==> config.mk <==
export PLATFORM = sky130hd
export DESIGN_NAME = mpuart_addr_filter
export DESIGN_NICKNAME = d
export VERILOG_FILES = /design/src/rtl/mpuart_pkg.sv /design/src/rtl/mpuart_ctrl.sv /design/src/rtl/mpuart_dp.sv /design/src/rtl/mpuart_addr_filter.sv
export SDC_FILE = /design/constraint.sdc
export NUM_CORES = 1
export LEC_CHECK = 0
export ABC_AREA = 1
export BUFFER_PORTS_ARGS = -buffer_cell sky130_fd_sc_hd__buf_4
export CAP_MARGIN = 15
export CORE_MARGIN = 5
export CORE_UTILIZATION = 60
export CTS_CLUSTER_DIAMETER = 100
export DETAILED_ROUTE_END_ITERATION = 8
export HOLD_SLACK_MARGIN = 0.12
export MAX_ROUTING_LAYER = met4
export PLACE_DENSITY_LB_ADDON = 0.2
export SKIP_CTS_REPAIR_TIMING = 1
export SLEW_MARGIN = 20
export SYNTH_ARGS = -nofsm -noshare
export SYNTH_HDL_FRONTEND = slang
export SYNTH_SLANG_ARGS = --single-unit
==> constraint.sdc <==
create_clock -name clk -period 4.7 [get_ports clk]
set_input_delay 0.47 -clock clk [delete_from_list [all_inputs] [get_ports clk]]
set_output_delay 0.47 -clock clk [all_outputs]
set_load 0.03 [all_outputs]
==> src/rtl/mpuart_pkg.sv <==
package mpuart_pkg;
  typedef struct packed {
    logic shift;    // sample one bit into the shift register
    logic frameOk;  // stop bit sampled high, frame complete
  } rxStrobe_t;

  typedef enum logic [2:0] {
    S_IDLE, S_START, S_DATA, S_STOP, S_BREAK
  } rxState_t;
endpackage

==> src/rtl/mpuart_ctrl.sv <==
module mpuart_ctrl
  import mpuart_pkg::*;
#(
  parameter int DATA_W   = 8,
  parameter int OVS      = 16,
  parameter int TICK_DIV = 2
) (
  input  logic       clk,
  input  logic       rstN,
  input  logic       rxSync,
  output rxStrobe_t  strb
);
  localparam int NBITS = DATA_W + 1;
  localparam int CNT_W = $clog2(OVS);
  localparam int DIV_W = $clog2(TICK_DIV) + 1;
  localparam int IDX_W = $clog2(NBITS + 1);
  localparam logic [CNT_W-1:0] MID  = CNT_W'(OVS / 2 - 1);
  localparam logic [CNT_W-1:0] LAST = CNT_W'(OVS - 1);

  rxState_t         state;
  logic [DIV_W-1:0] divCnt;
  logic [CNT_W-1:0] smpCnt;
  logic [IDX_W-1:0] bitCnt;
  logic             tick;

  assign tick = (divCnt == DIV_W'(TICK_DIV - 1));

  always_ff @(posedge clk or negedge rstN) begin
    if (!rstN) begin
      state  <= S_IDLE;
      divCnt <= '0;
      smpCnt <= '0;
      bitCnt <= '0;
    end else begin
      if (state == S_IDLE) divCnt <= '0;
      else                 divCnt <= tick ? '0 : divCnt + 1'b1;
      case (state)
        S_IDLE: if (!rxSync) begin
          state  <= S_START;
          smpCnt <= '0;
        end
        S_START: if (tick) begin
          if (smpCnt == MID) begin
            smpCnt <= '0;
            bitCnt <= '0;
            state  <= rxSync ? S_IDLE : S_DATA;
          end else smpCnt <= smpCnt + 1'b1;
        end
        S_DATA: if (tick) begin
          if (smpCnt == LAST) begin
            smpCnt <= '0;
            bitCnt <= bitCnt + 1'b1;
            if (bitCnt == IDX_W'(NBITS - 1)) state <= S_STOP;
          end else smpCnt <= smpCnt + 1'b1;
        end
        S_STOP: if (tick) begin
          if (smpCnt == LAST) state <= rxSync ? S_IDLE : S_BREAK;
          else                smpCnt <= smpCnt + 1'b1;
        end
        S_BREAK: if (rxSync) state <= S_IDLE;
        default: state <= S_IDLE;
      endcase
    end
  end

  always_comb begin
    strb.shift   = (state == S_DATA) && tick && (smpCnt == LAST);
    strb.frameOk = (state == S_STOP) && tick && (smpCnt == LAST) && rxSync;
  end

  // a completed frame has shifted in exactly nine bits
  p_nine_bits_r1: assert property (@(posedge clk) disable iff (!rstN)
    strb.frameOk |-> bitCnt == IDX_W'(NBITS));
endmodule

==> src/rtl/mpuart_dp.sv <==
module mpuart_dp
  import mpuart_pkg::*;
#(
  parameter int DATA_W = 8
) (
  input  logic              clk,
  input  logic              rstN,
  input  logic              rxLine,
  input  logic              filterEn,
  input  logic [DATA_W-1:0] stationAddr,
  input  logic [DATA_W-1:0] addrMask,
  input  logic              intClear,
  input  rxStrobe_t         strb,
  output logic              rxSync,
  output logic [DATA_W-1:0] rxByte,
  output logic              rxNinth,
  output logic              rxIntFlag,
  output logic              overrun
);
  logic [1:0]        syncQ;
  logic [DATA_W:0]   shiftReg;
  logic [DATA_W-1:0] frameData, groupAddr;
  logic              frameNinth, uniHit, groupHit, accept;

  assign rxSync = syncQ[1];

  always_comb begin
    frameData  = shiftReg[DATA_W-1:0];
    frameNinth = shiftReg[DATA_W];
    groupAddr  = stationAddr | addrMask;
    uniHit     = ((frameData ^ stationAddr) & addrMask) == '0;
    groupHit   = (frameData & groupAddr) == groupAddr;
    accept     = strb.frameOk && (!filterEn || (frameNinth && (uniHit || groupHit)));
  end

  always_ff @(posedge clk or negedge rstN) begin
    if (!rstN) begin
      syncQ     <= 2'b11;
      shiftReg  <= '0;
      rxByte    <= '0;
      rxNinth   <= 1'b0;
      rxIntFlag <= 1'b0;
      overrun   <= 1'b0;
    end else begin
      syncQ <= {syncQ[0], rxLine};
      if (strb.shift) shiftReg <= {rxSync, shiftReg[DATA_W:1]};
      if (accept) begin
        rxByte  <= frameData;
        rxNinth <= frameNinth;
      end
      rxIntFlag <= accept || (rxIntFlag && !intClear);
      overrun   <= (accept && rxIntFlag && !intClear) || (overrun && !intClear);
    end
  end

  p_open_r3: assert property (@(posedge clk) disable iff (!rstN)
    strb.frameOk && !filterEn |=> rxIntFlag && rxByte == $past(frameData));
  p_data_drop_r4: assert property (@(posedge clk) disable iff (!rstN)
    strb.frameOk && filterEn && !frameNinth |=> $stable(rxByte) && $stable(rxNinth));
  p_all_ones_r6: assert property (@(posedge clk) disable iff (!rstN)
    strb.frameOk && filterEn && frameNinth && (&frameData) |=> rxIntFlag);
  p_hold_r8: assert property (@(posedge clk) disable iff (!rstN)
    !accept |=> $stable(rxByte) && $stable(rxNinth));
  p_clear_r9: assert property (@(posedge clk) disable iff (!rstN)
    intClear && !accept |=> !rxIntFlag && !overrun);
  p_overrun_r10: assert property (@(posedge clk) disable iff (!rstN)
    $rose(overrun) |-> $past(rxIntFlag));
endmodule

==> src/rtl/mpuart_addr_filter.sv <==
module mpuart_addr_filter
  import mpuart_pkg::*;
#(
  parameter int DATA_W   = 8,
  parameter int OVS      = 16,
  parameter int TICK_DIV = 2
) (
  input  logic              clk,
  input  logic              rstN,
  input  logic              rxLine,
  input  logic              filterEn,
  input  logic [DATA_W-1:0] stationAddr,
  input  logic [DATA_W-1:0] addrMask,
  input  logic              intClear,
  output logic [DATA_W-1:0] rxByte,
  output logic              rxNinth,
  output logic              rxIntFlag,
  output logic              overrun
);
  rxStrobe_t strb;
  logic      rxSync;

  mpuart_ctrl #(.DATA_W(DATA_W), .OVS(OVS), .TICK_DIV(TICK_DIV)) u_ctrl (
    .clk(clk), .rstN(rstN), .rxSync(rxSync), .strb(strb));

  mpuart_dp #(.DATA_W(DATA_W)) u_dp (
    .clk(clk), .rstN(rstN), .rxLine(rxLine), .filterEn(filterEn),
    .stationAddr(stationAddr), .addrMask(addrMask), .intClear(intClear),
    .strb(strb), .rxSync(rxSync), .rxByte(rxByte), .rxNinth(rxNinth),
    .rxIntFlag(rxIntFlag), .overrun(overrun));
endmodule

After elaboration in Yosys (flattened, before gate mapping)
Index checks and enable logic that the tools add are counted.
- $add $sub $neg: 3
- eq/ne operators: 19
- muxes and demuxes: 27
- bitwise logic cells: 4
- reductions and logical operators: 24
- operators with widths (kind ; number):
    4-bit 2-to-1 mux ; 11
    3-bit 2-to-1 mux ; 10
    8-bit bitwise AND ; 2
    2-bit by 1-bit != test with 1-bit output, second input constant ; 8
    4-bit one-hot mux with 4 select lines ; 1
    3-bit one-hot mux with 5 select lines ; 1
    1-bit logical AND ; 11
    9-bit AND reduction ; 1
    4-bit by 1-bit adder with 4-bit output, second input constant ; 2
    4-bit == test, second input constant ; 2
    8-bit == test ; 1
    8-bit logical NOT ; 1
    8-bit bitwise OR ; 1
    4-bit one-hot mux with 2 select lines ; 1
    8-bit XOR ; 1
    3-bit by 2-bit == test with 1-bit output, second input constant ; 2
    2-bit 2-to-1 mux ; 3
    6-bit AND reduction ; 1
    5-bit AND reduction ; 1
    4-bit by 3-bit == test with 1-bit output, second input constant ; 1
    1-bit logical OR ; 4
    2-bit != test, second input constant ; 2
    4-bit nonzero test ; 1
    3-bit by 1-bit == test with 1-bit output, second input constant ; 1
    6 further kinds ; 7
- bits in registers: 35
- bits of input ports: 21
- output and inout port bits: 11
- logic and storage cells: 87

Logic depth before layout (Yosys ltp)
- depth in word-level cells: 10
- depth in mapped cells: 12
- gate-level depth less buffers: 12

Cells and area by module
Synthesis repeated with hierarchy kept, for this count alone.
- cells, all modules: 260
- area total of the unflattened synthesis: 1915.6 um2
- by module, submodules not included (module ; instances ; cells each ; area each (um2) ; seq. area each (um2)):
    mpuart_dp ; 1 ; 143 ; 1072.3 ; 553.0
    mpuart_ctrl ; 1 ; 117 ; 843.3 ; 325.3

Worst setup path after synthesis
No wires, ideal clock.
- path kind: register to register
- start: register u_ctrl.smpCnt[0]
- end: register u_ctrl.smpCnt[0]
- setup time: 0.129 ns
- arrival: 1.338 ns
- required time: 4.571 ns
- setup slack: 3.233 ns
- stages on the path, launching flop included: 8
- buffers on the path: 0
- cells stage by stage: dfrtp_1 > ha_1 > nand3_1 > o21ai_1 > nor3_4 > nand2_2 > o21ai_1 > a21oi_1
- word-level cells in the longest chain between the ends: 4
- RTL lines (item ; RTL line ; source):
    from (decl) ; mpuart_ctrl.sv:22 ; logic [CNT_W-1:0] smpCnt;
    from (signal assigned) ; mpuart_ctrl.sv:47 ; end else smpCnt <= smpCnt + 1'b1;
    from (signal assigned) ; mpuart_ctrl.sv:54 ; end else smpCnt <= smpCnt + 1'b1;
    from (signal assigned) ; mpuart_ctrl.sv:58 ; else smpCnt <= smpCnt + 1'b1;
    4-bit by 1-bit adder with 4-bit output (tied with other cells) ; mpuart_ctrl.sv:47, mpuart_ctrl.sv:54, mpuart_ctrl.sv:58 ;
    4-bit 2-to-1 mux (on tied branches) ; mpuart_ctrl.sv:57, mpuart_ctrl.sv:43, mpuart_ctrl.sv:50 ;
    4-bit 2-to-1 mux (on tied branches) ; mpuart_ctrl.sv:56, mpuart_ctrl.sv:42, mpuart_ctrl.sv:49 ;
    4-bit one-hot mux with 4 select lines ; mpuart_ctrl.sv:37 ; case (state)
Parallel ways exist; a longest one is shown, timed or not. The select of a mux whose other input is x is not followed.
A chain may end at the register's enable or synchronous reset.

Worst setup path after layout
- start: register u_dp.shiftReg[3]
- end: register u_dp.rxByte[6]
- word-level cells in the longest chain between the ends: 7
- RTL lines (item ; RTL line ; source):
    from (decl) ; mpuart_dp.sv:21 ; logic [DATA_W:0] shiftReg;
    from (signal assigned) ; mpuart_dp.sv:46 ; if (strb.shift) shiftReg <= {rxSync, shiftReg[DATA_W:1]};
    8-bit XOR ; mpuart_dp.sv:31 ; uniHit = ((frameData ^ stationAddr) & addrMask) == '0;
    8-bit bitwise AND ; mpuart_dp.sv:31 ;
    8-bit logical NOT ; mpuart_dp.sv:31 ;
    1-bit logical OR (*) ; mpuart_dp.sv:33 ; accept = strb.frameOk && (!filterEn || (frameNinth && (uniHit || groupHit)));
    1-bit logical AND (*) ; mpuart_dp.sv:33 ;
    1-bit logical OR (*) ; mpuart_dp.sv:33 ;
    1-bit logical AND (*) ; mpuart_dp.sv:33 ;
    to (signal assigned) ; mpuart_dp.sv:48 ; rxByte <= frameData;
    to (decl) ; mpuart_dp.sv:15 ; output logic [DATA_W-1:0] rxByte,
Every way passes the cells marked *; elsewhere a longest branch is shown, timed or not.

==> reports/qor.yml <==
routing:
  wl_per_cell_um: 11.3
  dr_total_vias: 1648
  antenna_left: 0
  drc: 0
  first_pass_iters: 4
  drt_iter0_drc: 81
  avgViaCountPerCell: 4.99
  postRouteWirelength_um: 3740
floorplanning:
  coreArea_um2: 3050
  rows: 20
  die_x_um: 66.2
  die_height_um: 66.2
  initial_core_util_pct: 62.0
  die_area_um2: 4380
  io-pin-count: 32
timing:
  finalSetupTns_ps: 0
  fin_crit_sh_pct: 38.2
  rsz0062_at_grt: "false"
  fin_crit_ps: 1800
  tightest_slew_ps: 434
  fmax_ghz: 0.556
  fin_worst_skew_ps: 16.5
  final_hold_viol_count: 0
  slew_violations: 0
  timing.slew.headroom_pct: 71.0
  setup_viol: 0
grt:
  antenna_found_initial: 0
  grt_pass1_wl_um: 6610
  grt_util_met1_pct: 24.9
  top_usage_layer: "met2"
  grt_use_total_pct: 20.6
  grt_pass1_vias: 1566
  overflow: 0
  grtUsageMet2_pct: 33.2
  grt_use_met3_pct: 6.12
  grt_max_degree: 36
worst_setup_path:
  crit_required_ps: 4950
  worstPathArrival_ps: 2050
  cp-start-kind: "register"
  cp-end-kind: "register"
  worstPathMaxFanout: 11
  critPathKind: "reg2reg"
synth:
  synth.distinct_cells: 30
  avgSynthCellArea_um2: 7.64
  yosysWarnings: 0
  synth_edf_count: 0
  synthTopCellsByArea: "dfrtp_1 44%, nand2_1 16%, nand3_1 6.1%, inv_1 5.5%, o21ai_1 4.8%"
  synthCells: 248
  yosys.area.top_type: "dfrtp_1"
  syn_nets: 272
  async_flop_share_pct: 100
  ys.flop_type: "dfrtp_1"
  yosysSeqAreaShare_pct: 46.4
  yosysMostFrequentCell: "nand2_1"
  synth_area_um2: 1890
  ys_ff_latch: 35
  ys_top_cells_by_count: "82 x nand2_1, 33 x dfrtp_1, 28 x inv_1"
  synth_top_area_share_pct: 43.6
run:
  maxCapViolCount: 0
place:
  dp.cells: 321
  dpl-instance-area_um2: 2170
  place.gp.congestion: 0.905
  hpwlAfterDp_um: 2870
  io_buffers: 31
finish:
  drive_gt1_share_pct: 20.3
  fill_cells: 259
  area_growth_pct: 19.6
  fin_nets: 309
  final_cells: 330
  n_antenna_cell: 0
  multi_input_area_um2: 881
  ff_latch_area_um2: 878
  fin_area_um2: 2270
clock_network:
  tritoncts: "yes"
  cts_sinks: 35
  htreeDepth: 2
  cts_buffer_depth: 2
  cts_buffers: 5
  clkTransAtPathRegs_ps: 120
  clk_latency_ps: 350
  root_buffer: "clkbuf_4"
worst_hold_path:
  hold_class: "in2reg"
pwr:
  worst_ir_drop_vdd_mv: 0.469
  power.density_nw_per_um2: 418
  power_leakage_uw: 0.00119
status:
  status: "complete, no violations"
## registers in the layout (all words and copies together) (netlist names)
| name | count |
|---|---|
| u_dp.shiftReg | 9 |
| u_ctrl.divCnt | 2 |
| u_dp.rxByte | 8 |
| u_dp.rxNinth | 1 |
| u_ctrl.smpCnt | 4 |
| u_dp.syncQ | 2 |
| u_dp.rxIntFlag | 1 |
| u_ctrl.state | 3 |
| u_ctrl.bitCnt | 4 |
| u_dp.overrun | 1 |
## cells by family after synthesis
| group | synth area share (%) |
|---|---|
| DFF | 46.4 |
| and+or+nand+nor | 33.2 |
| muxes | 0.594 |
| xor gates and xnor gates | 0.462 |
| buffers and inverters | 7.13 |
| adders and majority gates | 1.98 |
| AOI/OAI and AO/OA | 10.2 |
## power by group
group / switching, uW / internal, uW / total (uW)
clock network: 105 / 112 / 217
registers: 35.6 / 341 / 376
logic: 227 / 128 / 354
total: 368 / 580 / 948
## layout by cell type (no fill, tap or decap), drive strengths merged
cell,instances
a21oi,7
buf,32
bufinv,1
clkbuf,5
clkinv,3
dfrtp,33
dfstp,2
dlygate4sd3,1
ha,3
inv,31
mux2,1
nand2,87
nand3,26
nand3b,2
nand4,1
nor2,15
nor3,3
nor4,1
o2111ai,1
o211ai,1
o21ai,27
o21bai,1
or2,1
xor2,1
## critical path, stage by stage, from the launching register on
cell	delay (ps)
dfrtp_1	450
inv_1	110
nand2_1	60
nand3_1	60
nand2_1	50
nor2_1	90
nand2_1	70
nand2_1	70
nand2_1	50
nand2_1	230
nand2_1	280
nand2_1	130
nand2_1	60
## final cells by class
cell class	instances	area share, %
inverter	32	5.30
clock buffer	5	1.66
sequential	35	38.8
multi-input combinational	178	38.9
clock inverter	3	1.93
timing repair buffer	33	11.0
tap	44	2.43
## per-stage QoR
step | hold WS [ps] | util, % | power [uW] | setup WS [ps]
final | 210 | 74.2 | 948 | 2900
after global routing | 189 | 74.2 | 1030 | 2640
after CTS | 56.1 | 73.9 | 952 | 2900
after detailed placement | 354 | 71.2 | 734 | 2730
after global placement | 346 | 71.2 | 728 | 2790
after floorplan | 174 | - | 656 | 3230
## path summary, 6_finish.rpt
kind,from,cells after the start,endpoint,slack (ps)
min,rxLine,1,u_dp.syncQ[0],210
min in group asynchronous,rstN,2,u_dp.shiftReg[1],580
max reg2reg,u_dp.shiftReg[3],12,u_dp.rxByte[6],2900
max,u_dp.shiftReg[3],12,u_dp.rxByte[6],2900
min reg2reg,u_dp.syncQ[0],0,u_dp.syncQ[1],390
max in group asynchronous,rstN,2,u_dp.syncQ[1],3770
## layer usage
layer	vias to the layer above	wire, um
li1	874	-
met1	735	1770
met2	33	1730
met3	6	193
met4	0	46
met5	-	0
No activity file was read; power rests on OpenSTA's default activity.
